`src/rtl/walk_pkg.sv`:
```
package walk_pkg;
    // address geometry of the three-level scheme
    parameter int unsigned XLEN_W   = 64;
    parameter int unsigned VA_W     = 39;
    parameter int unsigned PA_W     = 56;
    parameter int unsigned OFF_W    = 12;
    parameter int unsigned VPN_W    = 9;
    parameter int unsigned LEVELS   = 3;
    parameter int unsigned PTE_W    = 64;
    parameter int unsigned PPN_LSB  = 10;
    // entry flag positions
    parameter int unsigned FLAG_V   = 0;
    parameter int unsigned FLAG_R   = 1;
    parameter int unsigned FLAG_X   = 3;
    // control word
    parameter int unsigned CTRL_EN_BIT = 63;
    parameter logic [1:0]  PRIV_MACHINE = 2'b11;

    typedef enum logic [2:0] {
        ST_IDLE  = 3'd0,
        ST_ISSUE = 3'd1,
        ST_WAIT  = 3'd2,
        ST_DONE  = 3'd3,
        ST_FAULT = 3'd4
    } walk_state_e;
endpackage

```
`src/rtl/walk_index_gen.sv`:
```
module walk_index_gen #(
    parameter int unsigned VA_W   = walk_pkg::VA_W,
    parameter int unsigned PA_W   = walk_pkg::PA_W,
    parameter int unsigned OFF_W  = walk_pkg::OFF_W,
    parameter int unsigned VPN_W  = walk_pkg::VPN_W,
    parameter int unsigned LEVELS = walk_pkg::LEVELS,
    parameter int unsigned PTE_W  = walk_pkg::PTE_W,
    localparam int unsigned PPN_W = PA_W - OFF_W,
    localparam int unsigned LVL_W = $clog2(LEVELS),
    localparam int unsigned ENT_SH = $clog2(PTE_W / 8),
    localparam int unsigned IDX_W = PA_W - ENT_SH
) (
    input  logic [VA_W-1:0]  vaddr,
    input  logic [LVL_W-1:0] level,
    input  logic [PPN_W-1:0] base_ppn,
    output logic [IDX_W-1:0] word_idx
);
    logic [VPN_W-1:0] vpn_arr [LEVELS];
    logic [VPN_W-1:0] vpn_sel;
    logic [PA_W-1:0]  byte_addr;
    logic [ENT_SH-1:0] unused_low;

    for (genvar g = 0; g < LEVELS; g++) begin : g_vpn
        assign vpn_arr[g] = vaddr[OFF_W + g*VPN_W +: VPN_W];
    end

    always_comb begin
        vpn_sel = '0;
        for (int l = 0; l < LEVELS; l++) begin
            if (level == LVL_W'(l)) vpn_sel = vpn_arr[l];
        end
    end

    assign byte_addr  = {base_ppn, {OFF_W{1'b0}}} + (PA_W'(vpn_sel) << ENT_SH);
    assign word_idx   = byte_addr[PA_W-1:ENT_SH];
    assign unused_low = byte_addr[ENT_SH-1:0];
endmodule

```
`src/rtl/walk_pte_decode.sv`:
```
module walk_pte_decode #(
    parameter int unsigned PTE_W   = walk_pkg::PTE_W,
    parameter int unsigned PA_W    = walk_pkg::PA_W,
    parameter int unsigned OFF_W   = walk_pkg::OFF_W,
    parameter int unsigned PPN_LSB = walk_pkg::PPN_LSB,
    localparam int unsigned PPN_W  = PA_W - OFF_W
) (
    input  logic [PTE_W-1:0] pte,
    output logic             is_valid,
    output logic             is_leaf,
    output logic [PPN_W-1:0] ppn
);
    logic unused_bits;

    assign is_valid    = pte[walk_pkg::FLAG_V];
    assign is_leaf     = pte[walk_pkg::FLAG_R] | pte[walk_pkg::FLAG_X];
    assign ppn         = pte[PPN_LSB +: PPN_W];
    assign unused_bits = ^{pte[PTE_W-1:PPN_LSB+PPN_W], pte[PPN_LSB-1:4], pte[2]};
endmodule

```
`src/rtl/walk_leaf_compose.sv`:
```
module walk_leaf_compose #(
    parameter int unsigned XLEN_W = walk_pkg::XLEN_W,
    parameter int unsigned VA_W   = walk_pkg::VA_W,
    parameter int unsigned PA_W   = walk_pkg::PA_W,
    parameter int unsigned OFF_W  = walk_pkg::OFF_W,
    parameter int unsigned VPN_W  = walk_pkg::VPN_W,
    parameter int unsigned LEVELS = walk_pkg::LEVELS,
    localparam int unsigned PPN_W = PA_W - OFF_W,
    localparam int unsigned LVL_W = $clog2(LEVELS),
    localparam int unsigned TOP_KEEP = OFF_W + (LEVELS-1)*VPN_W
) (
    input  logic [PPN_W-1:0]  leaf_ppn,
    input  logic [VA_W-1:0]   vaddr,
    input  logic [LVL_W-1:0]  level,
    output logic [XLEN_W-1:0] paddr
);
    logic [PA_W-1:0] frame;
    logic [PA_W-1:0] pa_lvl [LEVELS];
    logic [PA_W-1:0] pa_sel;
    logic unused_va;

    assign frame = {leaf_ppn, {OFF_W{1'b0}}};

    // a leaf at level g keeps the low OFF_W + g*VPN_W bits of the virtual address
    for (genvar g = 0; g < LEVELS; g++) begin : g_lvl
        localparam int unsigned KEEP = OFF_W + g*VPN_W;
        assign pa_lvl[g] = {frame[PA_W-1:KEEP], vaddr[KEEP-1:0]};
    end

    always_comb begin
        pa_sel = '0;
        for (int l = 0; l < LEVELS; l++) begin
            if (level == LVL_W'(l)) pa_sel = pa_lvl[l];
        end
    end

    assign paddr     = XLEN_W'(pa_sel);
    assign unused_va = ^vaddr[VA_W-1:TOP_KEEP];
endmodule

```
`src/rtl/vaddr_walker.sv`:
```
module vaddr_walker #(
    parameter int unsigned XLEN_W = walk_pkg::XLEN_W,
    parameter int unsigned VA_W   = walk_pkg::VA_W,
    parameter int unsigned PA_W   = walk_pkg::PA_W,
    parameter int unsigned OFF_W  = walk_pkg::OFF_W,
    parameter int unsigned VPN_W  = walk_pkg::VPN_W,
    parameter int unsigned LEVELS = walk_pkg::LEVELS,
    parameter int unsigned PTE_W  = walk_pkg::PTE_W,
    localparam int unsigned PPN_W = PA_W - OFF_W,
    localparam int unsigned LVL_W = $clog2(LEVELS),
    localparam int unsigned IDX_W = PA_W - $clog2(PTE_W / 8)
) (
    input  logic              clk,
    input  logic              rst,
    input  logic              req_valid,
    output logic              req_ready,
    input  logic [XLEN_W-1:0] req_vaddr,
    input  logic [XLEN_W-1:0] xlat_ctrl,
    input  logic [1:0]        priv_mode,
    output logic              rsp_valid,
    output logic [XLEN_W-1:0] rsp_paddr,
    output logic              rsp_fault,
    input  logic              rsp_ack,
    output logic              mem_rd_valid,
    input  logic              mem_rd_ready,
    output logic [IDX_W-1:0]  mem_rd_index,
    input  logic              mem_rsp_valid,
    input  logic [PTE_W-1:0]  mem_rsp_data
);
    import walk_pkg::*;

    typedef struct packed {
        walk_state_e       st;
        logic [VA_W-1:0]   va;
        logic [PPN_W-1:0]  base;
        logic [LVL_W-1:0]  lvl;
        logic [XLEN_W-1:0] pa;
    } walk_regs_t;

    walk_regs_t regs_d, regs_q;

    logic              bypass;
    logic              pte_valid, pte_leaf;
    logic [PPN_W-1:0]  pte_ppn;
    logic [XLEN_W-1:0] leaf_pa;
    logic              unused_ctrl;

    assign bypass      = !xlat_ctrl[CTRL_EN_BIT] || (priv_mode == PRIV_MACHINE);
    assign unused_ctrl = ^xlat_ctrl[XLEN_W-2:PPN_W];

    walk_index_gen #(
        .VA_W(VA_W), .PA_W(PA_W), .OFF_W(OFF_W), .VPN_W(VPN_W),
        .LEVELS(LEVELS), .PTE_W(PTE_W)
    ) u_index (
        .vaddr   (regs_q.va),
        .level   (regs_q.lvl),
        .base_ppn(regs_q.base),
        .word_idx(mem_rd_index)
    );

    walk_pte_decode #(
        .PTE_W(PTE_W), .PA_W(PA_W), .OFF_W(OFF_W)
    ) u_decode (
        .pte     (mem_rsp_data),
        .is_valid(pte_valid),
        .is_leaf (pte_leaf),
        .ppn     (pte_ppn)
    );

    walk_leaf_compose #(
        .XLEN_W(XLEN_W), .VA_W(VA_W), .PA_W(PA_W), .OFF_W(OFF_W),
        .VPN_W(VPN_W), .LEVELS(LEVELS)
    ) u_compose (
        .leaf_ppn(pte_ppn),
        .vaddr   (regs_q.va),
        .level   (regs_q.lvl),
        .paddr   (leaf_pa)
    );

    always_comb begin
        regs_d = regs_q;
        unique case (regs_q.st)
            ST_IDLE: begin
                if (req_valid) begin
                    if (bypass) begin
                        regs_d.pa = req_vaddr;
                        regs_d.st = ST_DONE;
                    end else begin
                        regs_d.va   = req_vaddr[VA_W-1:0];
                        regs_d.base = xlat_ctrl[PPN_W-1:0];
                        regs_d.lvl  = LVL_W'(LEVELS - 1);
                        regs_d.pa   = '0;
                        regs_d.st   = ST_ISSUE;
                    end
                end
            end
            ST_ISSUE: begin
                if (mem_rd_ready) regs_d.st = ST_WAIT;
            end
            ST_WAIT: begin
                if (mem_rsp_valid) begin
                    if (!pte_valid) begin
                        regs_d.pa = '0;
                        regs_d.st = ST_FAULT;
                    end else if (pte_leaf) begin
                        regs_d.pa = leaf_pa;
                        regs_d.st = ST_DONE;
                    end else if (regs_q.lvl == '0) begin
                        regs_d.pa = '0;
                        regs_d.st = ST_FAULT;
                    end else begin
                        regs_d.base = pte_ppn;
                        regs_d.lvl  = regs_q.lvl - 1'b1;
                        regs_d.st   = ST_ISSUE;
                    end
                end
            end
            ST_DONE, ST_FAULT: begin
                if (rsp_ack) regs_d.st = ST_IDLE;
            end
            default: regs_d.st = ST_IDLE;
        endcase
    end

    always_ff @(posedge clk) begin
        if (rst) begin
            regs_q.st   <= ST_IDLE;
            regs_q.va   <= '0;
            regs_q.base <= '0;
            regs_q.lvl  <= '0;
            regs_q.pa   <= '0;
        end else begin
            regs_q <= regs_d;
        end
    end

    assign req_ready    = (regs_q.st == ST_IDLE);
    assign rsp_valid    = (regs_q.st == ST_DONE) || (regs_q.st == ST_FAULT);
    assign rsp_fault    = (regs_q.st == ST_FAULT);
    assign rsp_paddr    = regs_q.pa;
    assign mem_rd_valid = (regs_q.st == ST_ISSUE);


    bypass_lat_chk: assert property (@(posedge clk) disable iff (rst)
        (req_valid && req_ready && !xlat_ctrl[CTRL_EN_BIT])
        |=> (rsp_valid && !rsp_fault && rsp_paddr == $past(req_vaddr)));


    machine_bypass_chk: assert property (@(posedge clk) disable iff (rst)
        (req_valid && req_ready && priv_mode == PRIV_MACHINE)
        |=> (rsp_valid && !rsp_fault && rsp_paddr == $past(req_vaddr)));


    fault_zero_chk: assert property (@(posedge clk) disable iff (rst)
        (rsp_valid && rsp_fault) |-> (rsp_paddr == '0));


    rsp_hold_chk: assert property (@(posedge clk) disable iff (rst)
        (rsp_valid && !rsp_ack)
        |=> (rsp_valid && $stable(rsp_paddr) && $stable(rsp_fault)));


    busy_ready_chk: assert property (@(posedge clk) disable iff (rst)
        (rsp_valid || mem_rd_valid) |-> !req_ready);


    rd_hold_chk: assert property (@(posedge clk) disable iff (rst)
        (mem_rd_valid && !mem_rd_ready)
        |=> (mem_rd_valid && $stable(mem_rd_index)));


    rd_single_chk: assert property (@(posedge clk) disable iff (rst)
        (mem_rd_valid && mem_rd_ready) |=> !mem_rd_valid);
endmodule

```
`config.mk`:
```
export PLATFORM = sky130hd
export DESIGN_NAME = vaddr_walker
export DESIGN_NICKNAME = d
export VERILOG_FILES = /design/src/rtl/walk_pkg.sv /design/src/rtl/walk_index_gen.sv /design/src/rtl/walk_pte_decode.sv /design/src/rtl/walk_leaf_compose.sv /design/src/rtl/vaddr_walker.sv
export SDC_FILE = /design/constraint.sdc
export NUM_CORES = 1
export LEC_CHECK = 0
export ABC_AREA = 1
export BUFFER_PORTS_ARGS = -buffer_cell sky130_fd_sc_hd__buf_4
export CAP_MARGIN = 20
export CORE_AREA = 2 2 135 137
export DETAILED_ROUTE_END_ITERATION = 8
export DIE_AREA = 0 0 137 139
export GPL_TIMING_DRIVEN = 0
export HOLD_SLACK_MARGIN = 0.08
export MAX_ROUTING_LAYER = met4
export PLACE_DENSITY = 0.84
export SKIP_CTS_REPAIR_TIMING = 1
export SYNTH_ARGS = -nofsm -noshare
export SYNTH_HDL_FRONTEND = slang
export SYNTH_SLANG_ARGS = --single-unit
```
`constraint.sdc`:
```
create_clock -name clk -period 2.8 [get_ports clk]
set_clock_uncertainty 0.2 [all_clocks]
set_input_delay 0.7 -clock clk [delete_from_list [all_inputs] [get_ports clk]]
set_output_delay 0.7 -clock clk [all_outputs]
set_load 0.05 [all_outputs]
```
==> impl_metrics.tcl <==
set metrics [dict create \
    outcome "finished, final reports clean" \
    seq_area_frac_synth 0.345 \
    grt_max_degree 17 \
    drc_errors 0 \
    rsz0062_at_grt "true" \
    worst-endpoint-required_ps 1900 \
    synth_edf_count 0 \
    postLayoutSetupSlackWorst_ps 32.4 \
    cts.sink_count 152 \
    crit_path_end_kind "output port" \
    dr.pass1.iters 6 \
    worstSetupPathType "register to output port" \
    holdPathStages 2 \
    num_rows 49 \
    synth_cell_types 28 \
    worstMarginPinSlew_ps 612 \
    cts.path.max_buffers 2 \
    crit_arrival_ps 1870 \
    synth_area_leaders "dfxtp_1, nand2_1, nor2_1, buf_4, o21ai_0" \
    cap_viol_max_count 0 \
    dieArea_um2 19000 \
    drt-wirelength-per-cell_um 15.5 \
    grt_overflow 0 \
    core-area_um2 17700 \
    drive_gt1_frac 0.303 \
    viasPerCell 5.07 \
    reg2reg_depth 11 \
    p_per_area_nw_per_um2 1110 \
    ant_nets 0 \
    port_buffers 283 \
    grt_pass1_vias 9087 \
    post-route-min-period_ps 2770 \
    synth_top_cell_area_share 0.345 \
    cts_buffers 17 \
    synth_flop_cell "dfxtp_1" \
    first_iter_violations 805 \
    ys_top_cells_by_count "nand2_1, nor2_1, o21ai_0, dfxtp_1, inv_1" \
    p_leak_nw 6.29 \
    hold_path_class "register to register" \
    cts_max_level 4 \
    power_switching_mw 6.32 \
    insertion_delay_ps 430 \
    drv_slew 0 \
    final-setup-viol-count 0 \
    start_kind "register" \
    drt-total-wl_um 30200 \
    yosysMostFrequentCell "nand2_1" \
    p_seq_frac 0.235 \
    synthToLayoutAreaGrowth_pct 37.8 \
    post-place-ws_ps -105 \
    dp_hpwl_um 22500 \
    yosys_warnings 0 \
    root_buffer "clkbuf_16" \
    synth-seq-cells 152 \
    synth_cells 1391 \
    cts_tree "yes" \
    grt_usage 0.315 \
    nets 1903 \
    swShare 0.469 \
    start_util 0.500 \
    gp_congestion 0.960 \
    finalPower_mw 13.5 \
    crit_slowest_cell "o21ai_0" \
    synth_nets 1595 \
    fin_util 0.689 \
    clock_power_share 0.185 \
    maxSlewHeadroom 0.592 \
    internal_power_mw 7.16 \
    crit_top_cell "inv_2" \
    num_io_pins 321 \
    diodes 0 \
    clk_pin_slew_ps 70 \
    slowest_delay_ps 430 \
    vias 9847 \
    holdWs_ps 267 \
    dieWidth_um 137 \
    die_h_um 139 \
    hold_viol 0 \
    combPwrFrac 0.580 \
    synthArstFlopShare 0 \
    yosys.area.top_type "dfxtp_1" \
    timing.fmax_mhz 361 \
    min_period_over_period 0.988 \
    antenna_found_initial 0 \
    syn-cell-area_um2 8820 \
    worstPathMaxFanout 7 \
    worstPathCellList "inv_2, ha_4, inv_2, o21ai_0, o21ai_4, buf_6" \
    grt_pass1_wl_um 45500 \
    vdd_drop_max_uv 590 \
    syn_area_per_cell_um2 6.34 \
]
power groups by stage:
stage	Combinational, mW	Sequential, mW	Clock, mW
after floorplan	5.58	3.10	0
after global placement	7.39	3.18	0
after detailed placement	7.49	3.20	0
after CTS	7.54	3.16	2.50
after global routing	8.44	3.23	2.59
final	7.82	3.17	2.49
metrics by stage:
stage | setup TNS [ps] | cell area (um^2) | cells
floorplan | -2790 | 8820 | 1391
detailed placement | -437 | 11200 | 1903
global route | -185 | 12200 | 1941
finish | 0 | 12200 | 1941
global placement | -444 | 11200 | 1903
CTS | -4670 | 11900 | 1935
cells by family after synthesis:
| family | synth area share |
|---|---|
| simple gates | 0.337 |
| buf+inv | 0.204 |
| compound gates | 0.109 |
| fa+ha+maj | 0.00567 |
| flops | 0.345 |
final cells by class:
cell class / instances / area (um^2)
buffer: 189 / 1280
sequential: 152 / 3050
timing repair buffer: 289 / 2230
clock inverter: 14 / 198
fill: 1566 / 5500
inverter: 144 / 551
multi-input combinational: 906 / 4120
clock buffer: 18 / 439
tap: 229 / 287
worst max-delay path, delay by kind of cell (launching register included):
| family | cells | cell delay [ps] |
|---|---|---|
| DFF | 1 | 320 |
| AOI/OAI and AO/OA | 2 | 570 |
| adders and majority gates | 1 | 180 |
| buffers and inverters | 3 | 360 |
path summary, 6_finish.rpt:
path / from / to / slack, ps
worst max-delay path: regs_q[65] / mem_rd_index[0] / 30
worst min register to register: rsp_paddr[63] / rsp_paddr[63] / 270
worst min-delay path: rsp_paddr[63] / rsp_paddr[63] / 270
worst max register to register: regs_q[65] / rsp_paddr[48] / 280
layer usage:
layer | track usage | routed length (um) | vias to the layer above
met4 | 0.134 | 1060 | 0
met5 | - | 0 | -
met2 | 0.510 | 14600 | 478
met1 | 0.376 | 12000 | 4478
li1 | - | - | 4806
met3 | 0.0647 | 2560 | 85
layout by cell type, fill, tap and decap left out, types with 2 or more instances in the layout:
master        n
inv_6         2
buf_8         3
inv_2         5
buf_1         3
dfxtp_1     151
o21ai_1       5
o21ai_4       7
clkbuf_1     24
buf_6        14
a21oi_1      26
clkbuf_16    18
clkinv_4      5
buf_4       400
o21ai_0     147
nand4_1      10
nand2_2       5
nor2_4        2
clkinvlp_4    2
ha_2          2
nand3_2       3
inv_4         2
nand2_1     319
bufinv_16     4
buf_2        31
clkinv_1      3
a21oi_2       2
nor2_1      279
nand3b_1     44
nand3_1      45
inv_1       133
clkinv_2      2
flip-flops by register name, summed over array words and instances (netlist names):
register and cells:
rsp_paddr 64, regs_q 88
(Power assumes the default switching activity.)
